## src/rtl/mpic_pkg.sv

```systemverilog
package mpic_pkg;

  localparam int ADDR_W = 12;
  localparam int DATA_W = 32;
  localparam int ID_W   = 10;

  localparam logic [ID_W-1:0] ID_NONE = 10'h3FF;

  // global window
  localparam logic [ADDR_W-1:0] G_CTRL       = 12'h000;
  localparam logic [ADDR_W-1:0] G_EN_SET     = 12'h030;
  localparam logic [ADDR_W-1:0] G_EN_CLR     = 12'h034;
  localparam logic [ADDR_W-1:0] G_ROUTE_BASE = 12'h100;

  // per-processor window
  localparam logic [ADDR_W-1:0] C_ACK        = 12'h044;
  localparam logic [ADDR_W-1:0] C_MASK_SET   = 12'h048;
  localparam logic [ADDR_W-1:0] C_MASK_CLR   = 12'h04C;

  typedef enum logic [2:0] {
    OP_NONE,
    OP_EN_SET,
    OP_EN_CLR,
    OP_ROUTE_WR,
    OP_MASK_SET,
    OP_MASK_CLR
  } wr_op_e;

endpackage

```

## src/rtl/mpic_src_state.sv

```systemverilog
module mpic_src_state
  import mpic_pkg::*;
#(
  parameter int NUM_SRC  = 64,
  parameter int NUM_CPUS = 2,
  parameter int SRC_W    = $clog2(NUM_SRC)
) (
  input  logic                               clk,
  input  logic                               rst_n,
  input  wr_op_e                             op,
  input  logic [SRC_W-1:0]                   wr_id,
  input  logic [NUM_CPUS-1:0]                route_wr,
  output logic [NUM_SRC-1:1]                 en_o,
  output logic [NUM_SRC-1:0][NUM_CPUS-1:0]   route_o
);

  assign route_o[0] = '0;   // ID 0 is the doorbell summary, not a line

  for (genvar n = 1; n < NUM_SRC; n++) begin : g_src
    logic                en_q, en_d, en_ce;
    logic [NUM_CPUS-1:0] route_q, route_d;
    logic                route_ce;
    logic                hit;

    always_comb begin
      hit      = (wr_id == SRC_W'(n));
      en_ce    = hit && ((op == OP_EN_SET) || (op == OP_EN_CLR));
      en_d     = (op == OP_EN_SET);
      route_ce = hit && (op == OP_ROUTE_WR);
      route_d  = route_wr;
    end

    always_ff @(posedge clk or negedge rst_n) begin
      if (!rst_n) begin
        en_q    <= 1'b0;
        route_q <= NUM_CPUS'(1);
      end else begin
        if (en_ce)    en_q    <= en_d;
        if (route_ce) route_q <= route_d;
      end
    end

    assign en_o[n]    = en_q;
    assign route_o[n] = route_q;
  end

  // a decoded set lands in the addressed enable bit
  a_r3_enable_set: assert property (@(posedge clk) disable iff (!rst_n)
    (op == OP_EN_SET) |=> en_o[$past(wr_id)]);

  // a decoded clear drops the addressed enable bit
  a_r3_enable_clr: assert property (@(posedge clk) disable iff (!rst_n)
    (op == OP_EN_CLR) |=> !en_o[$past(wr_id)]);

  // a routing write is held as written
  a_r7_route_hold: assert property (@(posedge clk) disable iff (!rst_n)
    (op == OP_ROUTE_WR && wr_id != '0) |=> (route_o[$past(wr_id)] == $past(route_wr)));

endmodule

```

## src/rtl/mpic_cpu_mask.sv

```systemverilog
module mpic_cpu_mask
  import mpic_pkg::*;
#(
  parameter int NUM_SRC     = 64,
  parameter int PERCPU_LAST = 28,
  parameter int NUM_CPUS    = 2,
  parameter int CPU_ID      = 0,
  parameter int SRC_W       = $clog2(NUM_SRC),
  parameter int CPU_W       = (NUM_CPUS > 1) ? $clog2(NUM_CPUS) : 1
) (
  input  logic                    clk,
  input  logic                    rst_n,
  input  wr_op_e                  op,
  input  logic [SRC_W-1:0]        wr_id,
  input  logic [CPU_W-1:0]        wr_cpu,
  output logic [PERCPU_LAST:1]    mask_o
);

  logic mine;
  assign mine = (wr_cpu == CPU_W'(CPU_ID));

  for (genvar n = 1; n <= PERCPU_LAST; n++) begin : g_bit
    logic mask_q, mask_d, mask_ce;

    always_comb begin
      mask_ce = mine && (wr_id == SRC_W'(n)) &&
                ((op == OP_MASK_SET) || (op == OP_MASK_CLR));
      mask_d  = (op == OP_MASK_SET);
    end

    always_ff @(posedge clk or negedge rst_n) begin
      if (!rst_n)       mask_q <= 1'b1;
      else if (mask_ce) mask_q <= mask_d;
    end

    assign mask_o[n] = mask_q;
  end

  // mask traffic aimed at another processor leaves this one untouched
  a_r4_other_cpu_stable: assert property (@(posedge clk) disable iff (!rst_n)
    ((op == OP_MASK_SET || op == OP_MASK_CLR) && !mine) |=> $stable(mask_o));

  // an unmask for this processor clears the addressed bit
  a_r4_unmask_lands: assert property (@(posedge clk) disable iff (!rst_n)
    (op == OP_MASK_CLR && mine && wr_id != '0 && wr_id <= SRC_W'(PERCPU_LAST))
      |=> !mask_o[$past(wr_id)]);

endmodule

```

## src/rtl/mpic_pick.sv

```systemverilog
module mpic_pick
  import mpic_pkg::*;
#(
  parameter int NUM_SRC     = 64,
  parameter int PERCPU_LAST = 28
) (
  input  logic [NUM_SRC-1:1]   level,
  input  logic [NUM_SRC-1:1]   en,
  input  logic [NUM_SRC-1:1]   route_col,
  input  logic [PERCPU_LAST:1] mask,
  input  logic                 doorbell,
  output logic [ID_W-1:0]      ack_id,
  output logic                 irq
);

  logic [NUM_SRC-1:0] elig;

  assign elig[0] = doorbell;

  for (genvar n = 1; n < NUM_SRC; n++) begin : g_elig
    if (n <= PERCPU_LAST) begin : g_local
      assign elig[n] = level[n] & en[n] & ~mask[n];
    end else begin : g_shared
      assign elig[n] = level[n] & en[n] & route_col[n];
    end
  end

  // lowest index wins
  always_comb begin
    ack_id = ID_NONE;
    for (int n = NUM_SRC - 1; n >= 0; n--) begin
      if (elig[n]) ack_id = ID_W'(n);
    end
  end

  assign irq = |elig;

endmodule

```

## src/rtl/mpic_core.sv

```systemverilog
module mpic_core
  import mpic_pkg::*;
#(
  parameter int NUM_CPUS    = 2,
  parameter int NUM_SRC     = 64,
  parameter int PERCPU_LAST = 28,
  parameter int CPU_W       = (NUM_CPUS > 1) ? $clog2(NUM_CPUS) : 1
) (
  input  logic                 clk,
  input  logic                 rst_n,
  input  logic                 bus_req,
  input  logic                 bus_we,
  input  logic                 bus_global,
  input  logic [CPU_W-1:0]     bus_cpu,
  input  logic [ADDR_W-1:0]    bus_addr,
  input  logic [DATA_W-1:0]    bus_wdata,
  output logic [DATA_W-1:0]    bus_rdata,
  output logic                 bus_rvalid,
  input  logic [NUM_SRC-1:1]   src_level,
  input  logic [NUM_CPUS-1:0]  doorbell,
  output logic [NUM_CPUS-1:0]  cpu_irq
);

  localparam int SRC_W  = $clog2(NUM_SRC);
  localparam int MASK_W = $clog2(PERCPU_LAST + 1);

  // ---------------- reset: async assert, sync release ----------------
  logic [1:0] rst_sync_q;
  logic       rst_q;

  always_ff @(posedge clk or negedge rst_n) begin
    if (!rst_n) rst_sync_q <= 2'b00;
    else        rst_sync_q <= {rst_sync_q[0], 1'b1};
  end
  assign rst_q = rst_sync_q[1];

  // ---------------- decode ----------------
  logic              wr_fire, rd_fire;
  logic              id_ok, pc_ok;
  logic [ADDR_W-1:0] rofs;
  logic              route_hit;
  logic [SRC_W-1:0]  route_idx;
  wr_op_e            op;
  logic [SRC_W-1:0]  wid;

  always_comb begin
    wr_fire   = bus_req & bus_we;
    rd_fire   = bus_req & ~bus_we;
    id_ok     = (bus_wdata != '0) && (bus_wdata < DATA_W'(NUM_SRC));
    pc_ok     = id_ok && (bus_wdata <= DATA_W'(PERCPU_LAST));
    rofs      = bus_addr - G_ROUTE_BASE;
    route_hit = (bus_addr >= G_ROUTE_BASE) && (rofs < ADDR_W'(4 * NUM_SRC)) &&
                (rofs[1:0] == 2'b00);
    route_idx = rofs[SRC_W+1:2];
  end

  always_comb begin
    op  = OP_NONE;
    wid = bus_wdata[SRC_W-1:0];
    if (wr_fire) begin
      if (bus_global) begin
        if (bus_addr == G_EN_SET && id_ok)      op = OP_EN_SET;
        else if (bus_addr == G_EN_CLR && id_ok) op = OP_EN_CLR;
        else if (route_hit) begin
          op  = OP_ROUTE_WR;
          wid = route_idx;
        end
      end else begin
        if (bus_addr == C_MASK_SET && pc_ok)      op = OP_MASK_SET;
        else if (bus_addr == C_MASK_CLR && pc_ok) op = OP_MASK_CLR;
      end
    end
  end

  // ---------------- state ----------------
  logic [NUM_SRC-1:1]                en_vec;
  logic [NUM_SRC-1:0][NUM_CPUS-1:0]  route_vec;

  mpic_src_state #(
    .NUM_SRC  (NUM_SRC),
    .NUM_CPUS (NUM_CPUS),
    .SRC_W    (SRC_W)
  ) u_src_state (
    .clk      (clk),
    .rst_n    (rst_q),
    .op       (op),
    .wr_id    (wid),
    .route_wr (bus_wdata[NUM_CPUS-1:0]),
    .en_o     (en_vec),
    .route_o  (route_vec)
  );

  logic [NUM_CPUS-1:0][NUM_SRC-1:1]     route_col;
  logic [NUM_CPUS-1:0][PERCPU_LAST:1]   mask_all;
  logic [NUM_CPUS-1:0][ID_W-1:0]        ack_id;

  always_comb begin
    for (int c = 0; c < NUM_CPUS; c++) begin
      for (int n = 1; n < NUM_SRC; n++) begin
        route_col[c][n] = route_vec[n][c];
      end
    end
  end

  for (genvar c = 0; c < NUM_CPUS; c++) begin : g_cpu
    mpic_cpu_mask #(
      .NUM_SRC     (NUM_SRC),
      .PERCPU_LAST (PERCPU_LAST),
      .NUM_CPUS    (NUM_CPUS),
      .CPU_ID      (c),
      .SRC_W       (SRC_W),
      .CPU_W       (CPU_W)
    ) u_mask (
      .clk    (clk),
      .rst_n  (rst_q),
      .op     (op),
      .wr_id  (wid),
      .wr_cpu (bus_cpu),
      .mask_o (mask_all[c])
    );

    mpic_pick #(
      .NUM_SRC     (NUM_SRC),
      .PERCPU_LAST (PERCPU_LAST)
    ) u_pick (
      .level     (src_level),
      .en        (en_vec),
      .route_col (route_col[c]),
      .mask      (mask_all[c]),
      .doorbell  (doorbell[c]),
      .ack_id    (ack_id[c]),
      .irq       (cpu_irq[c])
    );

    // interrupt line agrees with the acknowledge value
    a_r10_irq_vs_ack: assert property (@(posedge clk) disable iff (!rst_q)
      cpu_irq[c] == (ack_id[c] != ID_NONE));

    // doorbell code takes precedence
    a_r9_doorbell_first: assert property (@(posedge clk) disable iff (!rst_q)
      doorbell[c] |-> (ack_id[c] == '0));

    // a masked per-processor source is never acknowledged
    a_r5_masked_not_acked: assert property (@(posedge clk) disable iff (!rst_q)
      (ack_id[c] != '0 && ack_id[c] <= ID_W'(PERCPU_LAST))
        |-> !mask_all[c][ack_id[c][MASK_W-1:0]]);
  end

  // ---------------- read path ----------------
  logic [DATA_W-1:0] rdata_d, rdata_q;
  logic              rvalid_q;

  always_comb begin
    rdata_d = '0;
    if (bus_global) begin
      if (bus_addr == G_CTRL)  rdata_d = DATA_W'(NUM_SRC) << 2;
      else if (route_hit)      rdata_d = DATA_W'(route_vec[route_idx]);
    end else if (bus_addr == C_ACK) begin
      rdata_d = DATA_W'(ack_id[bus_cpu]);
    end
  end

  always_ff @(posedge clk or negedge rst_q) begin
    if (!rst_q) begin
      rdata_q  <= '0;
      rvalid_q <= 1'b0;
    end else begin
      rvalid_q <= rd_fire;
      if (rd_fire) rdata_q <= rdata_d;
    end
  end

  assign bus_rdata  = rdata_q;
  assign bus_rvalid = rvalid_q;

  // every read request yields valid data next cycle
  a_r13_read_valid: assert property (@(posedge clk) disable iff (!rst_q)
    rd_fire |=> bus_rvalid);

  // no valid strobe without a read
  a_r13_no_spurious: assert property (@(posedge clk) disable iff (!rst_q)
    !rd_fire |=> !bus_rvalid);

  // control register reports the source count
  a_r2_ctrl_count: assert property (@(posedge clk) disable iff (!rst_q)
    (rd_fire && bus_global && bus_addr == G_CTRL) |=> (bus_rdata[11:2] == 10'(NUM_SRC)));

endmodule

```

## config.mk

```make
export PLATFORM = sky130hd
export DESIGN_NAME = mpic_core
export DESIGN_NICKNAME = d
export VERILOG_FILES = /design/src/rtl/mpic_pkg.sv /design/src/rtl/mpic_src_state.sv /design/src/rtl/mpic_cpu_mask.sv /design/src/rtl/mpic_pick.sv /design/src/rtl/mpic_core.sv
export SDC_FILE = /design/constraint.sdc
export NUM_CORES = 1
export LEC_CHECK = 0
export BUFFER_PORTS_ARGS = -buffer_cell sky130_fd_sc_hd__clkbuf_2
export CAP_MARGIN = 20
export CORE_MARGIN = 4
export CORE_UTILIZATION = 55
export CTS_CLUSTER_SIZE = 25
export DETAILED_ROUTE_END_ITERATION = 6
export GPL_ROUTABILITY_DRIVEN = 0
export PLACE_DENSITY_LB_ADDON = 0.12
export SYNTH_ARGS = -nofsm -noshare
export SYNTH_HDL_FRONTEND = slang
export SYNTH_SLANG_ARGS = --single-unit
```

## constraint.sdc

```tcl
create_clock -name clk -period 9.5 [get_ports clk]
set_input_delay 0.475 -clock clk [delete_from_list [all_inputs] [get_ports clk]]
set_output_delay 0.475 -clock clk [all_outputs]
set_load 0.01 [all_outputs]
```

Word level (Yosys, flattened, before mapping)
Cells that the tools add are included.
{ "totals": {"reg_bits": 280} }
{ "op_classes": {"addsub": 1, "order_cmp": 6, "eq_ne": 73, "muxes": 148, "bitwise_logic": 249, "reduce_logical": 253} }
{ "ops": {"columns": ["cell", "n"], "rows": [
  ["$mux 10", 131],
  ["$logic_and 1x1->1", 246],
  ["$eq 6x6->1 const B", 32],
  ["$and 1x1->1", 191],
  ["$reduce_or 64->1", 2],
  ["$eq 6x5->1 const B", 16],
  ["$not 1->1", 58],
  ["$eq 6x4->1 const B", 8],
  ["$eq 12x7->1 const B", 3],
  ["$le 32x5->1 const B", 1],
  ["$lt 32x7->1 const B", 1],
  ["$mux 32", 1],
  ["$reduce_bool 32->1", 1],
  ["$mux 6", 5],
  ["$eq 12x6->1 const B", 2],
  ["$eq 6x3->1 const B", 4],
  ["$bmux 2 s6", 1],
  ["$eq 6x2->1 const B", 2],
  ["$ge 12x9->1 const B", 1],
  ["$logic_not 12->1", 1],
  ["$lt 12x9->1 const B", 1],
  ["$mux 3", 4],
  ["$sub 12x9->12 const B", 1],
  ["$mux 2", 5],
  ["other kinds (9)", 12]
]} }

Depth between registers and ports, before layout
{ "logic_depth": {"word_depth": 70, "depth_mapped": 11, "mapped_depth_nobuf": 7} }

Cells and area by module
From an unflattened synthesis, not the netlist that was laid out.
{ "unflattened": {"cells_unflattened": 1618, "hier_area_um2": 16791.1} }
{ "modules_own_cells": {"columns": ["module", "n_inst", "cells_each", "area_each_um2", "seq_area_each_um2"], "rows": [
  ["mpic_src_state", 1, 694, 8863.5, 4808.4],
  ["mpic_pick", 2, 209, 1292.5, 0.0],
  ["mpic_core", 1, 219, 2167.1, 325.3],
  ["mpic_cpu_mask at g_cpu[1].u_mask", 1, 146, 1590.3, 735.7],
  ["mpic_cpu_mask at g_cpu[0].u_mask", 1, 141, 1585.3, 735.7]
]} }

Least setup slack after synthesis
OpenSTA, ideal clock, no wires.
{ "synth_timing": {"kind": "input-to-reg", "start": "input bus_addr[3]", "end": "register rdata_q[1] (netlist: bus_rdata[1])", "setup_time_ps": 134, "t_arrival_ps": 2225, "t_required_ps": 9366, "setup_slack_ps": 7142, "cell_stages": 9, "n_path_buf": 4, "path_cell_list": "buf_2 buf_2 buf_2 clkbuf_1 mux4_2 a22oi_1 a31oi_1 a21oi_1 o211ai_1"} }
{ "synth_via": {"elab_chain_len": 7} }
{ "synth_lines": {"columns": ["item", "line_no", "source"], "rows": [
  ["from (decl)", "mpic_core.sv:15", "input logic [ADDR_W-1:0] bus_addr,"],
  ["$sub 12x9->12", "mpic_core.sv:51", "rofs = bus_addr - G_ROUTE_BASE;"],
  ["$lt 12x9->1", "mpic_core.sv:52", "route_hit = (bus_addr >= G_ROUTE_BASE) && (rofs < ADDR_W'(4 * NUM_SRC)) &&"],
  ["$logic_and 1x1->1 (2 in a row)", "mpic_core.sv:52", null],
  ["$mux 2", "mpic_core.sv:157", "else if (route_hit) rdata_d = DATA_W'(route_vec[route_idx]);"],
  ["$mux 9", "mpic_core.sv:156", "if (bus_addr == G_CTRL) rdata_d = DATA_W'(NUM_SRC) << 2;"],
  ["$mux 32 *", "mpic_core.sv:155", "if (bus_global) begin"],
  ["to (signal assigned)", "mpic_core.sv:169", "if (rd_fire) rdata_q <= rdata_d;"],
  ["to (decl)", "mpic_core.sv:150", "logic [DATA_W-1:0] rdata_d, rdata_q;"]
]} }
Every way passes the cells marked *; elsewhere a longest branch is shown, timed or not. The select of a mux whose other input is x is not followed.
A chain may end at the register's enable or synchronous reset.

Worst setup path in the final report
{ "layout_timing": {"start": "register g_cpu[0].u_mask.g_bit[1].mask_q", "end": "output cpu_irq[0]"} }
{ "layout_via": {"elab_chain_len": 3} }
{ "layout_lines": {"columns": ["item", "line_no", "source"], "rows": [
  ["from (decl)", "mpic_cpu_mask.sv:23", "logic mask_q, mask_d, mask_ce;"],
  ["from (signal assigned)", "mpic_cpu_mask.sv:33", "else if (mask_ce) mask_q <= mask_d;"],
  ["$not 1->1", "mpic_pick.sv:22", "assign elig[n] = level[n] & en[n] & ~mask[n];"],
  ["$and 1x1->1", "mpic_pick.sv:22", null],
  ["$reduce_or 64->1", "mpic_pick.sv:36", "assign irq = |elig;"],
  ["to (decl)", "mpic_core.sv:21", "output logic [NUM_CPUS-1:0] cpu_irq"]
]} }
Every way passes these cells.

==> run metrics <==
Cells after Synth=1444; RSZ-0062 raised after global routing=no; Avg Synthesized Cell Area=a little over 10 um^2; fin. max-slew vios=0; Routed Antenna Nets=0; worst flop-to-flop path endpoint=bus_rdata[0]; Adder-Cell Fraction of Synth Area=0%; initial core utilization=55.83%; Synth Flop Type=dfrtp_1; post-CTS setup buffer count=0; Worst Setup Path Type=reg -> out; FMAX=310.3 MHz; R2R setup slack=6.68 ns; WP buf/inv=1; row cnt=59; vias=12730; post-route total power=roughly 0.0023 W; crit path time final=~3.2 ns; Setup Viol. Count Final=0; vias in the first global route=~12000; critical path peak fanout=4; Max Root-Sink Buffers=3; CP arrival=2.75 ns; Leak=7.061 nW; clk_lat worst skew=0.56 ns; Synth Area in Compound Gates=roughly 15%; Async SR Flop Fraction=100.0%; relative slew slack=between 20% and 30%; nets=1658; commonest non-fill, non-tap cell in the layout=o21ai_0; # fillers=roughly 2200; H-tree levels=1; TritonCTS Sinks=256; Required @ worst endpoint=9.03 ns; simple-gate share of the synthesized area=around 19%; Yosys cell types=68; largest net degree at the start of global routing=83; Port Buffer Count=around 130; footprint of the multi-input gates=7492 um^2; Clock transition at path regs=around 0.060 ns; n_diodes=0; R2R cell count=6; Die Ht=170.6 um; IO Pins=150; HPWL Detailed=34100 um; total negative slack=0 ns; Post-Syn Area=about 15000 um^2; Post-synth EDFFs=0; share of layout cells above drive strength 1=33.04%; largest family of logic cells by synthesized area=simple AND/OR/NAND/NOR gates; max cap viols=0; PostCTS Resize Cnt=0; most frequent cells in the layout=o21ai_0 (190), mux2_2 (146), dfrtp_1 (136), clkbuf_2 (127), nand3_1 (121); global-route usage over all layers=32.03%; CTS Root Cell=clkbuf_16; Post-Route WL=47500 um; sequential fraction of the synthesis area=45.06%; Slew @ Worst Pin=1.122 ns; Die Area=29120 um^2; # DRC=0; initial antenna violation count=0; VDD IR-drop max=between 100 and 150 uV; first-pass GRT wire length=a little over 70000 um; xor/xnor cell area share of the yosys netlist=0%; CP max stage cell=dfstp_2; period utilisation layout=33.93%; pwr/cell area=142.1 nW/um^2; Via density=6.699; status=finished clean; min-delay worst type=reg -> async; Startpoint Class=flip-flop; Setup Skew=0.01460 ns; Slowest Stage Delay on Critical Path=0.52 ns; Congestion Overflow GR=0; Layout area overhead=12.00%; CTS tree=yes; cts bufs inserted=28; #FFs+latches synth=256; drt first pass iters=5; CP Cell Sequence=nand3b_1 -> o211ai_1 -> nor4_1 -> nand2_1 -> or3_1 -> clkbuf_2; CORE AREA=26060 um^2; Crit path max-delay family=simple AND/OR/NAND/NOR gates; Die Span X=170.6 um; Fin. Hold Viols=0; mux share of post-synthesis cell area=between 10% and 20%; area taken by flip-flops and latches=6559 um^2; Setup crit end kind=output pin; wire length per cell=25.00 um; hold_buf cts=1; Crit Reg-Reg Startpoint=g_cpu[1].u_mask.g_bit[13].mask_q; initial DRC count=~1300; Synth Warn #=0
## cells in the mapped netlist (4+ instances only)
library cell    n  area, um^2
a211oi_1        8       60.06
a21oi_1        21       105.1
a221oi_1        6       52.55
a22oi_1         4       30.03
a311oi_1        4       35.03
a31oi_1        24       150.1
and2_1          8       50.05
and3_1         16       100.1
and3b_1         6       52.55
and4_1          5       43.79
buf_1           4       15.01
buf_2          27       135.1
buf_4          27       202.7
clkbuf_1       48       180.2
dfrtp_1       137        3428
dfstp_2       119        3127
inv_1           6       22.52
mux2_2        146        1644
mux2i_1         8       80.08
mux4_2         29       653.1
nand2_1        79       296.5
nand2b_1       33       206.5
nand3_1       121       605.6
nand3b_1       44       330.3
nand4_1        32       200.2
nor2_1         95       356.6
nor2b_1        15       93.84
nor3_1         27       135.1
nor4_1         13       81.33
o2111ai_1       7       61.31
o211ai_1       13       97.59
o21ai_0       190       950.9
o22ai_1         5       31.28
o31ai_1        51       382.9
or2_2           6       37.54
or3_1           4       25.02
or4_1           5       37.54
## metrics by stage
stage	utilization, %	area [um^2]	cells	hold slack [ns]	setup WS, ns
floorplan	-	14630	1465	0.1794	2.045
global placement	58.85	15330	1845	0.2151	5.985
detailed placement	58.85	15330	1845	0.2175	5.832
CTS	62.38	16260	1898	0.2175	6.357
global route	62.53	16290	1900	0.2351	6.009
finish	62.53	16290	1900	0.2154	6.277
## final cells by class
type	count	area share [%]
clock buffer	42	5.175
clock inverter	10	0.4147
inverter	7	0.1613
multi-input combinational	1093	45.98
sequential	256	40.25
tap	335	2.572
timing repair buffer	157	5.444
## power breakdown
part           internal, W  leakage, nW  switching [W]  total [W]
combinational    0.0000408         3.47       0.000103   0.000144
clock             0.000613        0.455       0.000460    0.00107
sequential         0.00109         3.13     0.00000267    0.00110
## how the worst max path moves through the flow
stage	startpoint	endpoint	slack, ns	cells past startpoint
floorplan	rst_sync_q[1]	bus_rdata[0]	2.05	0
global placement	bus_addr[6]	g_cpu[0].u_mask.g_bit[27].mask_q	5.99	7
detailed placement	bus_addr[6]	g_cpu[0].u_mask.g_bit[22].mask_q	5.83	7
CTS	g_cpu[0].u_mask.g_bit[1].mask_q	cpu_irq[0]	6.36	6
global route	bus_addr[6]	g_cpu[0].u_mask.g_bit[18].mask_q	6.01	7
finish	g_cpu[0].u_mask.g_bit[1].mask_q	cpu_irq[0]	6.28	6
## logic make-up after synthesis
kind of cell           count (synthesis)
AOI/OAI and AO/OA                    362
buffers and inverters                116
DFF                                  256
muxes                                183
other                                  2
and+or+nand+nor                      525
## layer usage
metal | share of wire [%] | up-vias | track usage [%]
met1 | 40 | 6259 | 44.08
met3 | 12 | 128 | 9.727
met2 | 43 | 744 | 48.56
met4 | 4.2 | 0 | 11.25
li1 | - | 5597 | -
met5 | 0 | - | 0
## flip-flops by register name, indices dropped and copies added (netlist names)
signal,flops
u_src_state.g_src.route_q,126
u_src_state.g_src.en_q,63
g_cpu.u_mask.g_bit.mask_q,56
bus_rdata,8
rst_sync_q,2
bus_rvalid,1
## worst register-to-register path: cells and delay by family (launching register included)
kind,cells,cell delay (ns)
AO/OA/AOI/OAI,4,1.69
flip-flops,1,0.52
AND/OR/NAND/NOR,2,0.47
No activity file was read; power rests on OpenSTA's default activity.
